## config.mk

```make
export PLATFORM = sky130hd
export DESIGN_NAME = spi_seq_top
export DESIGN_NICKNAME = d
export VERILOG_FILES = /design/src/rtl/spi_seq_pkg.sv /design/src/rtl/spi_seq_regs.sv /design/src/rtl/spi_seq_timer.sv /design/src/rtl/spi_seq_clkgen.sv /design/src/rtl/spi_seq_csdrv.sv /design/src/rtl/spi_seq_top.sv
export SDC_FILE = /design/constraint.sdc
export NUM_CORES = 1
export LEC_CHECK = 0
export BUFFER_PORTS_ARGS = -buffer_cell sky130_fd_sc_hd__buf_2
export CAP_MARGIN = 20
export CORE_ASPECT_RATIO = 1.2
export CORE_MARGIN = 2
export CORE_UTILIZATION = 50
export DETAILED_ROUTE_END_ITERATION = 7
export PLACE_DENSITY = 0.69
export SETUP_SLACK_MARGIN = 0.05
export SLEW_MARGIN = 0
export SYNTH_ARGS = -nofsm -noshare
export SYNTH_HDL_FRONTEND = slang
export SYNTH_SLANG_ARGS = --single-unit
```

## constraint.sdc

```tcl
create_clock -name clk -period 8 [get_ports clk]
set_input_delay 1.2 -clock clk [delete_from_list [all_inputs] [get_ports clk]]
set_output_delay 1.2 -clock clk [all_outputs]
set_load 0.05 [all_outputs]
```

## src/rtl/spi_seq_pkg.sv

```systemverilog
package spi_seq_pkg;
    localparam int DIV_W = 12;
    localparam int DLY_W = 8;
    localparam int ID_W  = 5;
    localparam int REG_W = 32;
    localparam int ADR_W = 3;

    typedef enum logic [2:0] {
        ST_IDLE,
        ST_LEAD,
        ST_GAP,
        ST_BITS,
        ST_TRAIL,
        ST_INACT
    } seq_state_e;

    localparam logic [1:0] CSM_AUTO = 2'd0;
    localparam logic [1:0] CSM_HOLD = 2'd2;
    localparam logic [1:0] CSM_OFF  = 2'd3;

    localparam logic [ADR_W-1:0] A_DIV  = 3'd0;
    localparam logic [ADR_W-1:0] A_CLK  = 3'd1;
    localparam logic [ADR_W-1:0] A_ID   = 3'd2;
    localparam logic [ADR_W-1:0] A_DEF  = 3'd3;
    localparam logic [ADR_W-1:0] A_MODE = 3'd4;
    localparam logic [ADR_W-1:0] A_DLY0 = 3'd5;
    localparam logic [ADR_W-1:0] A_DLY1 = 3'd6;

    localparam logic [DIV_W-1:0] RST_DIV = 12'd3;

    typedef struct packed {
        logic [DIV_W-1:0] div;
        logic             cpol;
        logic             cpha;
        logic [ID_W-1:0]  id;
        logic [1:0]       mode;
        logic [DLY_W-1:0] lead;
        logic [DLY_W-1:0] trail;
        logic [DLY_W-1:0] inact;
        logic [DLY_W-1:0] gap;
    } seq_cfg_t;
endpackage

```

## src/rtl/spi_seq_regs.sv

```systemverilog
module spi_seq_regs
    import spi_seq_pkg::*;
#(
    parameter int NCS = 4
) (
    input  logic             clk,
    input  logic             rst_n,
    input  logic             wr_en,
    input  logic [ADR_W-1:0] wr_addr,
    input  logic [REG_W-1:0] wr_data,
    input  logic [ADR_W-1:0] rd_addr,
    output logic [REG_W-1:0] rd_data,
    output seq_cfg_t         cfg,
    output logic [NCS-1:0]   cs_def
);
    localparam int HI_LO = 16;

    logic unused_wr_bits;
    assign unused_wr_bits = ^{wr_data[REG_W-1:HI_LO+DLY_W], wr_data[HI_LO-1:DIV_W]};

    always_ff @(posedge clk or negedge rst_n) begin
        if (!rst_n) begin
            cfg.div   <= RST_DIV;
            cfg.cpol  <= 1'b0;
            cfg.cpha  <= 1'b0;
            cfg.id    <= '0;
            cfg.mode  <= CSM_AUTO;
            cfg.lead  <= DLY_W'(1);
            cfg.trail <= DLY_W'(1);
            cfg.inact <= DLY_W'(1);
            cfg.gap   <= '0;
            cs_def    <= '1;
        end else if (wr_en) begin
            case (wr_addr)
                A_DIV:  cfg.div <= wr_data[DIV_W-1:0];
                A_CLK: begin
                    cfg.cpha <= wr_data[0];
                    cfg.cpol <= wr_data[1];
                end
                A_ID:   cfg.id <= wr_data[ID_W-1:0];
                A_DEF:  cs_def <= wr_data[NCS-1:0];
                A_MODE: cfg.mode <= wr_data[1:0];
                A_DLY0: begin
                    cfg.lead  <= wr_data[DLY_W-1:0];
                    cfg.trail <= wr_data[HI_LO+DLY_W-1:HI_LO];
                end
                A_DLY1: begin
                    cfg.inact <= wr_data[DLY_W-1:0];
                    cfg.gap   <= wr_data[HI_LO+DLY_W-1:HI_LO];
                end
                default: ;
            endcase
        end
    end

    always_comb begin
        rd_data = '0;
        case (rd_addr)
            A_DIV:  rd_data = REG_W'(cfg.div);
            A_CLK:  rd_data = REG_W'({cfg.cpol, cfg.cpha});
            A_ID:   rd_data = REG_W'(cfg.id);
            A_DEF:  rd_data = REG_W'(cs_def);
            A_MODE: rd_data = REG_W'(cfg.mode);
            A_DLY0: rd_data = REG_W'({cfg.trail, 8'h00, cfg.lead});
            A_DLY1: rd_data = REG_W'({cfg.gap, 8'h00, cfg.inact});
            default: rd_data = '0;
        endcase
    end
endmodule

```

## src/rtl/spi_seq_timer.sv

```systemverilog
module spi_seq_timer #(
    parameter int CW = 22
) (
    input  logic          clk,
    input  logic          rst_n,
    input  logic          load,
    input  logic [CW-1:0] val,
    output logic          done
);
    logic [CW-1:0] remain;

    always_ff @(posedge clk or negedge rst_n) begin
        if (!rst_n)
            remain <= '0;
        else if (load)
            remain <= val;
        else if (remain > CW'(1))
            remain <= remain - CW'(1);
    end

    assign done = (remain <= CW'(1));

    p_count_down_r3: assert property (@(posedge clk) disable iff (!rst_n)
        ($past(remain) > CW'(1) && !$past(load)) |-> (remain == $past(remain) - CW'(1)))
        else $error("timer did not count down");
endmodule

```

## src/rtl/spi_seq_clkgen.sv

```systemverilog
module spi_seq_clkgen
    import spi_seq_pkg::*;
#(
    parameter int LEN_W = 4
) (
    input  logic             clk,
    input  logic             rst_n,
    input  logic             run,
    input  logic [DIV_W-1:0] div,
    input  logic             cpol,
    input  logic             cpha,
    input  logic [LEN_W-1:0] len,
    output logic             sck,
    output logic             sample_stb,
    output logic             shift_stb,
    output logic             last
);
    localparam int          NE_W      = LEN_W + 2;
    localparam int unsigned FULL_BITS = 1 << LEN_W;

    logic [DIV_W-1:0] pre;
    logic [NE_W-1:0]  ecnt;
    logic             ph;
    logic [LEN_W:0]   nbits;
    logic [NE_W-1:0]  nedges;

    assign nbits  = (len == '0) ? (LEN_W+1)'(FULL_BITS) : {1'b0, len};
    assign nedges = {nbits, 1'b0};
    assign last   = run && (pre == '0) && (ecnt == nedges - NE_W'(1));
    assign sck    = cpol ^ ph;

    always_ff @(posedge clk or negedge rst_n) begin
        if (!rst_n) begin
            pre        <= '0;
            ecnt       <= '0;
            ph         <= 1'b0;
            sample_stb <= 1'b0;
            shift_stb  <= 1'b0;
        end else if (!run) begin
            pre        <= div;
            ecnt       <= '0;
            ph         <= 1'b0;
            sample_stb <= 1'b0;
            shift_stb  <= 1'b0;
        end else if (pre == '0) begin
            pre        <= div;
            ecnt       <= ecnt + NE_W'(1);
            ph         <= ~ph;
            sample_stb <= (ecnt[0] == cpha);
            shift_stb  <= (ecnt[0] != cpha);
        end else begin
            pre        <= pre - DIV_W'(1);
            sample_stb <= 1'b0;
            shift_stb  <= 1'b0;
        end
    end

    p_edge_bound_r1: assert property (@(posedge clk) disable iff (!rst_n)
        run |-> (ecnt < nedges))
        else $error("edge count beyond frame");

    p_strobe_excl_r2: assert property (@(posedge clk) disable iff (!rst_n)
        !(sample_stb && shift_stb))
        else $error("both strobes at once");
endmodule

```

## src/rtl/spi_seq_csdrv.sv

```systemverilog
module spi_seq_csdrv
    import spi_seq_pkg::*;
#(
    parameter int NCS = 4
) (
    input  logic            cs_on,
    input  logic [ID_W-1:0] cs_sel,
    input  logic [1:0]      mode,
    input  logic [NCS-1:0]  cs_def,
    output logic [NCS-1:0]  cs_line
);
    logic [NCS-1:0] act;

    for (genvar i = 0; i < NCS; i++) begin : g_line
        assign act[i]     = cs_on && (mode != CSM_OFF) && (cs_sel == ID_W'(i));
        assign cs_line[i] = cs_def[i] ^ act[i];
    end

    always_comb begin
        p_onehot_r9: assert ($onehot0(act)) else $error("several select lines active");
    end
endmodule

```

## src/rtl/spi_seq_top.sv

```systemverilog
module spi_seq_top
    import spi_seq_pkg::*;
#(
    parameter int NCS   = 4,
    parameter int LEN_W = 4
) (
    input  logic             clk,
    input  logic             rst_n,
    input  logic             wr_en,
    input  logic [2:0]       wr_addr,
    input  logic [31:0]      wr_data,
    input  logic [2:0]       rd_addr,
    output logic [31:0]      rd_data,
    input  logic             frame_req,
    input  logic [LEN_W-1:0] frame_len,
    output logic             frame_start,
    output logic             frame_done,
    output logic             sample_stb,
    output logic             shift_stb,
    output logic             busy,
    output logic             sck,
    output logic [NCS-1:0]   cs_line
);
    localparam int CW = DLY_W + DIV_W + 2;
    localparam int UW = DIV_W + 2;

    seq_cfg_t         cfg;
    logic [NCS-1:0]   cs_def;
    seq_state_e       st, nxt;
    logic             cs_on;
    logic [ID_W-1:0]  cs_lat;
    logic [LEN_W-1:0] len_lat;
    logic             tmr_load, tmr_done, bits_last;
    logic [DLY_W-1:0] dsel;
    logic [UW-1:0]    unit;
    logic [CW-1:0]    tmr_val;

    spi_seq_regs #(.NCS(NCS)) regs_i (
        .clk(clk), .rst_n(rst_n), .wr_en(wr_en), .wr_addr(wr_addr),
        .wr_data(wr_data), .rd_addr(rd_addr), .rd_data(rd_data),
        .cfg(cfg), .cs_def(cs_def)
    );

    assign unit    = {({1'b0, cfg.div} + (DIV_W+1)'(1)), 1'b0};
    assign tmr_val = CW'(dsel) * CW'(unit);

    spi_seq_timer #(.CW(CW)) timer_i (
        .clk(clk), .rst_n(rst_n), .load(tmr_load), .val(tmr_val), .done(tmr_done)
    );

    spi_seq_clkgen #(.LEN_W(LEN_W)) clkgen_i (
        .clk(clk), .rst_n(rst_n), .run(st == ST_BITS), .div(cfg.div),
        .cpol(cfg.cpol), .cpha(cfg.cpha), .len(len_lat), .sck(sck),
        .sample_stb(sample_stb), .shift_stb(shift_stb), .last(bits_last)
    );

    spi_seq_csdrv #(.NCS(NCS)) csdrv_i (
        .cs_on(cs_on), .cs_sel(cs_lat), .mode(cfg.mode), .cs_def(cs_def),
        .cs_line(cs_line)
    );

    // next state, delay selection
    always_comb begin
        nxt      = st;
        tmr_load = 1'b0;
        dsel     = '0;
        unique case (st)
            ST_IDLE: begin
                if (cs_on && (cfg.mode != CSM_HOLD || cfg.id != cs_lat)) begin
                    nxt = ST_INACT; tmr_load = 1'b1; dsel = cfg.inact;
                end else if (frame_req) begin
                    if (cs_on) begin
                        nxt = ST_GAP;  tmr_load = 1'b1; dsel = cfg.gap;
                    end else begin
                        nxt = ST_LEAD; tmr_load = 1'b1; dsel = cfg.lead;
                    end
                end
            end
            ST_LEAD, ST_GAP: begin
                if (tmr_done) nxt = ST_BITS;
            end
            ST_BITS: begin
                if (bits_last) begin
                    nxt = ST_TRAIL; tmr_load = 1'b1; dsel = cfg.trail;
                end
            end
            ST_TRAIL: begin
                if (tmr_done) begin
                    if (cfg.mode == CSM_HOLD) begin
                        nxt = ST_IDLE;
                    end else begin
                        nxt = ST_INACT; tmr_load = 1'b1; dsel = cfg.inact;
                    end
                end
            end
            ST_INACT: begin
                if (tmr_done) nxt = ST_IDLE;
            end
            default: nxt = ST_IDLE;
        endcase
    end

    // state register
    always_ff @(posedge clk or negedge rst_n) begin
        if (!rst_n) st <= ST_IDLE;
        else        st <= nxt;
    end

    // registered outputs
    always_ff @(posedge clk or negedge rst_n) begin
        if (!rst_n) begin
            cs_on       <= 1'b0;
            cs_lat      <= '0;
            len_lat     <= '0;
            frame_start <= 1'b0;
            frame_done  <= 1'b0;
        end else begin
            if (st == ST_IDLE && nxt == ST_LEAD) begin
                cs_on  <= 1'b1;
                cs_lat <= cfg.id;
            end else if (st != ST_INACT && nxt == ST_INACT) begin
                cs_on  <= 1'b0;
            end
            if (st == ST_IDLE && nxt != ST_IDLE && nxt != ST_INACT)
                len_lat <= frame_len;
            frame_start <= (nxt == ST_BITS) && (st != ST_BITS);
            frame_done  <= (st == ST_TRAIL) && (nxt != ST_TRAIL);
        end
    end

    assign busy = (st != ST_IDLE);

    p_start_cs_r3: assert property (@(posedge clk) disable iff (!rst_n)
        frame_start |-> cs_on)
        else $error("clocking began without select");

    p_rest_released_r5: assert property (@(posedge clk) disable iff (!rst_n)
        (st == ST_INACT) |-> !cs_on)
        else $error("select held during rest");

    p_off_quiet_r8: assert property (@(posedge clk) disable iff (!rst_n)
        (cfg.mode == CSM_OFF) |-> (cs_line == cs_def))
        else $error("line active in off mode");

    p_sck_idle_r2: assert property (@(posedge clk) disable iff (!rst_n)
        (st != ST_BITS) |-> (sck == cfg.cpol))
        else $error("clock not at idle level");

    p_hold_keep_r6: assert property (@(posedge clk) disable iff (!rst_n)
        ($past(st) == ST_TRAIL && $past(tmr_done) && $past(cfg.mode) == CSM_HOLD)
        |-> (cs_on && st == ST_IDLE))
        else $error("hold mode dropped select");

    p_lat_stable_r11: assert property (@(posedge clk) disable iff (!rst_n)
        ($past(st) != ST_IDLE) |-> $stable(cs_lat))
        else $error("select index moved mid-frame");
endmodule

```

Yosys cells after proc, flatten, opt, wreduce, memory -nomap -nowiden
Index checks and enable logic that the tools add are counted.
{ "word_totals": {"reg_bits": 115, "wordCells": 142} }
{ "op_classes": {"addsub": 5, "n_mul": 1, "magnitude_cmp": 2, "eq_ne": 35, "mux": 38, "bitwise": 6, "reduce_logical": 33} }
{ "op_table": {"columns": ["cell", "n"], "rows": [
  ["24-bit case mux with 7 select lines", 1],
  ["8-bit two-way mux", 6],
  ["22-bit two-way mux", 2],
  ["3-bit equality test, second input constant", 9],
  ["12-bit two-way mux", 2],
  ["8-bit case mux with 3 select lines", 1],
  ["22-bit by 1-bit > comparator with 1-bit output, second input constant", 1],
  ["22-bit by 1-bit less-or-equal comparator with 1-bit output, second input constant", 1],
  ["22-bit by 1-bit subtractor with 22-bit output, second input constant", 1],
  ["3-bit by 2-bit equality test with 1-bit output, second input constant", 7],
  ["8-bit by 13-bit multiplier with 21-bit output", 1],
  ["3-bit two-way mux", 7],
  ["3-bit case mux with 5 select lines", 1],
  ["1-bit logical AND", 14],
  ["2-bit AND reduction", 7],
  ["12-bit by 1-bit adder with 13-bit output, second input constant", 1],
  ["1-bit two-way mux", 13],
  ["3-bit by 1-bit equality test with 1-bit output, second input constant", 4],
  ["12-bit logical NOT", 1],
  ["6-bit two-way mux", 2],
  ["12-bit by 1-bit subtractor with 12-bit output, second input constant", 1],
  ["5-bit by 2-bit equality test with 1-bit output, second input constant", 2],
  ["3-bit logical NOT", 3],
  ["3-bit != test, second input constant", 3],
  ["21 further kinds", 29]
]} }

Logic depth before layout (Yosys ltp)
{ "logic_depth": {"word_depth": 11, "mapped_depth": 27, "mapped_depth_nobuf": 24} }

Modules after synthesis
A second synthesis with hierarchy kept.
{ "unflattened": {"cells_unflattened": 1008, "hier_area_um2": 9945.8} }
{ "by_module_without_submodules": {"columns": ["mod", "instances", "cells_per_inst", "area_each_um2", "seq_area_each_um2"], "rows": [
  ["spi_seq_top", 1, 526, 4543.1, 375.4],
  ["spi_seq_regs", 1, 203, 2825.2, 1437.6],
  ["spi_seq_timer", 1, 139, 1272.5, 550.5],
  ["spi_seq_clkgen", 1, 128, 1198.6, 525.5],
  ["spi_seq_csdrv", 1, 12, 106.4, 0.0]
]} }

Worst setup path after synthesis
Ideal clock, no wire load.
{ "synth_path": {"path_type": "register -> register", "from": "register timer_i.remain[12]", "to": "register timer_i.remain[18]", "arrival_time_ns": 6.445, "required_ns": 7.872, "setup_slack_ns": 1.428, "stages_incl_launch_ff": 25, "path_buffers": 3, "period_less_slack_ns": 6.572, "path_cell_list": "dfrtp_1 or4_4 or4_1 buf_2 nor4_4 a31o_4 buf_6 a221oi_2 buf_6 or2_1 fa_1 fa_1 inv_1 fa_1 inv_1 fa_1 inv_1 ha_1 o211ai_1 a211oi_1 nor2_1 a32oi_1 a31oi_1 xnor2_1 mux2_1"} }
{ "synth_between": {"elab_chain_len": 5, "word_cells_on_any_way": 11, "cone_classes": "add/sub: 1; mul: 1; order compare: 2; mux: 6; reduce/logical: 1"} }
{ "synth_lines": {"columns": ["item", "line", "rtl"], "rows": [
  ["start: declaration", "spi_seq_timer.sv:10", "logic [CW-1:0] remain;"],
  ["start signal: assignment", "spi_seq_timer.sv:16", "remain <= val;"],
  ["start signal: assignment", "spi_seq_timer.sv:18", "remain <= remain - CW'(1);"],
  ["22-bit by 1-bit less-or-equal comparator with 1-bit output", "spi_seq_timer.sv:21", "assign done = (remain <= CW'(1));"],
  ["8-bit two-way mux", "spi_seq_top.sv:88", "if (tmr_done) begin"],
  ["8-bit case mux with 3 select lines", "spi_seq_top.sv:67", "unique case (st)"],
  ["8-bit by 13-bit multiplier with 21-bit output", "spi_seq_top.sv:45", "assign tmr_val = CW'(dsel) * CW'(unit);"],
  ["22-bit two-way mux", "spi_seq_timer.sv:15", "else if (load)"]
]} }
Several ways; a longest one is shown, not always the timed one. The select of a mux whose other input is x is not followed.
A chain may end at the register's enable or synchronous reset.

Worst setup path after layout
{ "layout_path": {"from": "register clkgen_i.pre[0]", "to": "register timer_i.remain[18]"} }
{ "layout_between": {"elab_chain_len": 7, "word_cells_on_any_way": 10, "cone_classes": "mul: 1; mux: 5; reduce/logical: 4"} }
{ "layout_lines": {"columns": ["item", "line", "rtl"], "rows": [
  ["start: declaration", "spi_seq_clkgen.sv:21", "logic [DIV_W-1:0] pre;"],
  ["start signal: assignment", "spi_seq_clkgen.sv:40", "pre <= div;"],
  ["start signal: assignment", "spi_seq_clkgen.sv:46", "pre <= div;"],
  ["start signal: assignment", "spi_seq_clkgen.sv:52", "pre <= pre - DIV_W'(1);"],
  ["12-bit logical NOT (*)", "spi_seq_clkgen.sv:29", "assign last = run && (pre == '0) && (ecnt == nedges - NE_W'(1));"],
  ["1-bit logical AND (*) (2 in a row)", "spi_seq_clkgen.sv:29", null],
  ["8-bit two-way mux", "spi_seq_top.sv:83", "if (bits_last) begin"],
  ["8-bit case mux with 3 select lines", "spi_seq_top.sv:67", null],
  ["8-bit by 13-bit multiplier with 21-bit output", "spi_seq_top.sv:45", null],
  ["22-bit two-way mux", "spi_seq_timer.sv:15", null]
]} }
Every way passes the cells marked *; elsewhere a longest branch is shown, timed or not.

==> metrics <==
outcome complete, no violations; hpwl dp 17000 microns; port bufs 63; Worst R2R Start clkgen_i.pre[0]$_DFF_PN0_; GR Layer Usage met2 42.2%; Crit path top cell by count inv_1; max cap viols 0; critical path type reg -> reg; width of the die 131 microns; synthesized instance count 1006; Reg power frac 40.5%; TritonCTS Buffers 17; routing usage on met3 3.60%; initial antenna violation count 0; Post-Route WL 22900 microns; critical path required time 8.30 ns; Placer Congestion 0.847; Via Count 7409; Least-Margin Pin Slew 1.19 ns; Cell Int Power 1.45 mW; starting density of the core 51.0%; final setup TNS 0 ns; Max Clock Skew 0.0111 ns; worst vdd ir 0.245 mV; clock root buffer clkbuf_16; Yosys cell types 67; Final Critical Period 7.33 ns; ANT cells 0; Clk pwr share 33.3%; boundary pin count 88; GRT Overall Usage 24.3%; commonest cells in the netlist nor2_1, inv_1, dfrtp_1, mux2_2, fa_1; share of layout cells above drive strength 1 19.6%; top cell type's share of synthesized area 27.5%; Clock Path Buffers 2; clock slew at reported path FFs 0.06 ns; post-DR wirelength/cell 17.1 microns; slowest CP cell a221oi_1; Max-slew headroom 20.5%; syn_area_per_cell 9.59 sq um; critical path's largest stage delay 1.02 ns; crit start category register; setup violators final 0; top area cells in the synthesized netlist dfrtp_1, fa_1, mux2_2; post-synthesis sequential area ratio 29.9%; Yosys top cell by area dfrtp_1; Congestion Overflow GR 0; clk sink count 115; Final Max Tran Viols 0; post-CTS sizing 0; Final ANT Viol Nets 0; final worst path period share 91.6%; EDFF count, synth 0; initial DRC count 403; NumNets Final 1225; area grow syn2layout 11.8%; Post-Syn Area 0.00965 sq mm; Critical path origin clkgen_i.pre[0]$_DFF_PN0_; Logic pwr share 26.2%; Hold Buf Count CTS 0; Psw 830 uW; power per cell area 211 mW/mm^2; most common cell in the synthesized netlist nor2_1; drt drc 0; Post-Place Setup Slack 0.701 ns; post-route setup slack 0.672 ns; Top Usage Layer GRT met2; Leakage 5.07 nW; vias in the first global route 7718; Worst Hold Class reg -> reg; vias per cell 5.55; Fin. Hold Viols 0; Core Area 0.0189 sq mm; later-pin clock latency in the skew report 0.42 ns; crit end category register; first-pass GRT wire length 38500 microns; RSZ-0062 raised after global routing false; CTS tree yes; Row Count 55; number of synthesis warnings 0; Fmax 136 MHz; die height 156 microns; Clock H-tree levels 4; Main synth FF type dfrtp_1; post-CTS setup buffers 0; full die area 0.0204 sq mm; GR Util met1 30.9%; crit-path max FO 14; Post-synth ARST share 100%; HP Start clkgen_i.pre[0]$_DFF_PN0_; FF+latch count, synth 115; largest net degree at the start of global routing 65; Net Sw Frac 36.5%; critical path arrival 7.63 ns; first-pass iteration count of the detailed router 5
## metal layers
layer	up-vias	routed length, microns	part of all wire, %
met3	40	902	3.9
met1	3694	9630	42
met5	-	0	0
li1	3503	-	-
met2	172	11800	52
met4	0	518	2.3
## power by group through the flow
stage	sequential [mW]	combinational, mW	clock, mW
6_report	0.922	0.596	0.759
4_1_cts	0.920	0.598	0.771
2_1_floorplan	0.868	0.479	0
5_1_grt	0.946	0.659	0.796
3_5_place_dp	0.926	0.592	0
3_3_place_gp	0.918	0.580	0
## cells in the final DEF, fill, tap and decap left out, types with 5 or more instances in the layout
cell	n
xnor2_1	29
dfrtp_1	106
a21o_1	6
a31oi_1	5
dfstp_2	9
o31ai_1	7
nand3b_1	5
inv_1	109
fa_1	66
clkbuf_16	17
nand2b_1	15
ha_1	47
o21ai_1	14
inv_8	6
nor2_1	127
nand2_1	36
conb_1	12
buf_2	62
buf_4	17
or2_2	5
o21ai_0	17
mux2i_1	15
nor2b_1	17
nand3_1	26
or3_1	6
and3_1	7
and2_1	7
or4_1	5
a21oi_1	36
or2_1	15
a22o_1	8
a22oi_1	11
mux2_2	69
nor3_1	15
nor4_1	13
xor2_1	41
## state kept, by name, indices dropped and copies added, names as in the netlist
signal	count
timer_i.remain	22
clkgen_i.ph	1
st	3
cs_on	1
frame_start	1
regs_i.cs_def	4
regs_i.cfg	53
clkgen_i.ecnt	6
frame_done	1
clkgen_i.shift_stb	1
len_lat	4
clkgen_i.sample_stb	1
clkgen_i.pre	12
cs_lat	5
## worst max-delay path, delay by kind of cell (launching register included)
kind / cells / cell delay [ns]
buf+inv: 7 / 0.79
xor+xnor: 1 / 0.16
compound gates: 5 / 2.02
fa+ha+maj: 6 / 2.61
flops: 1 / 0.38
simple gates: 6 / 0.94
mux: 1 / 0.28
## per-stage QoR
| stage | util (%) | power, mW | hold WS (ns) | std cells | instance area [sq um] |
|---|---|---|---|---|---|
| after CTS | 57.0 | 2.29 | 0.494 | 1334 | 10800 |
| final | 57.0 | 2.28 | 0.493 | 1335 | 10800 |
| after global routing | 57.0 | 2.40 | 0.520 | 1335 | 10800 |
| after detailed placement | 53.8 | 1.52 | 0.488 | 1302 | 10200 |
| after floorplan | - | 1.35 | 0.454 | 1017 | 9690 |
| after global placement | 53.8 | 1.50 | 0.478 | 1302 | 10200 |
## cell families (layout without fill, tap and decap cells)
kind of cell,count (synthesis),count (layout),synth area share (%)
adder cells (fa/ha/maj),113,113,19.8
buffers and inverters,159,221,7.05
AND/OR/NAND/NOR,321,321,16.9
flip-flops,115,115,29.9
multiplexers,87,87,10.1
other,1,12,0.0389
XOR/XNOR,70,70,6.35
AO/OA/AOI/OAI,140,140,9.88
## final timing paths
| kind | slack, ns | end | depth (start not counted) |
|---|---|---|---|
| min | 0.49 | clkgen_i.pre[0]$_DFF_PN0_ | 1 |
| max reg2reg | 0.67 | timer_i.remain[18]$_DFFE_PN0P_ | 26 |
| max | 0.67 | timer_i.remain[18]$_DFFE_PN0P_ | 26 |
| min in group asynchronous | 0.81 | regs_i.cfg[3]$_DFFE_PN0P_ | 1 |
| max in group asynchronous | 5.92 | timer_i.remain[16]$_DFFE_PN0P_ | 2 |
| min reg2reg | 0.49 | clkgen_i.pre[0]$_DFF_PN0_ | 1 |
## cell type report
class                      count  area, sq um
clock inverter                15          164
timing repair buffer          80          453
inverter                     109          409
fill                        1673         8130
tap                          256          320
multi-input combinational    743         6130
sequential                   115         2890
clock buffer                  17          425
Power figures use the tool's default switching activity.
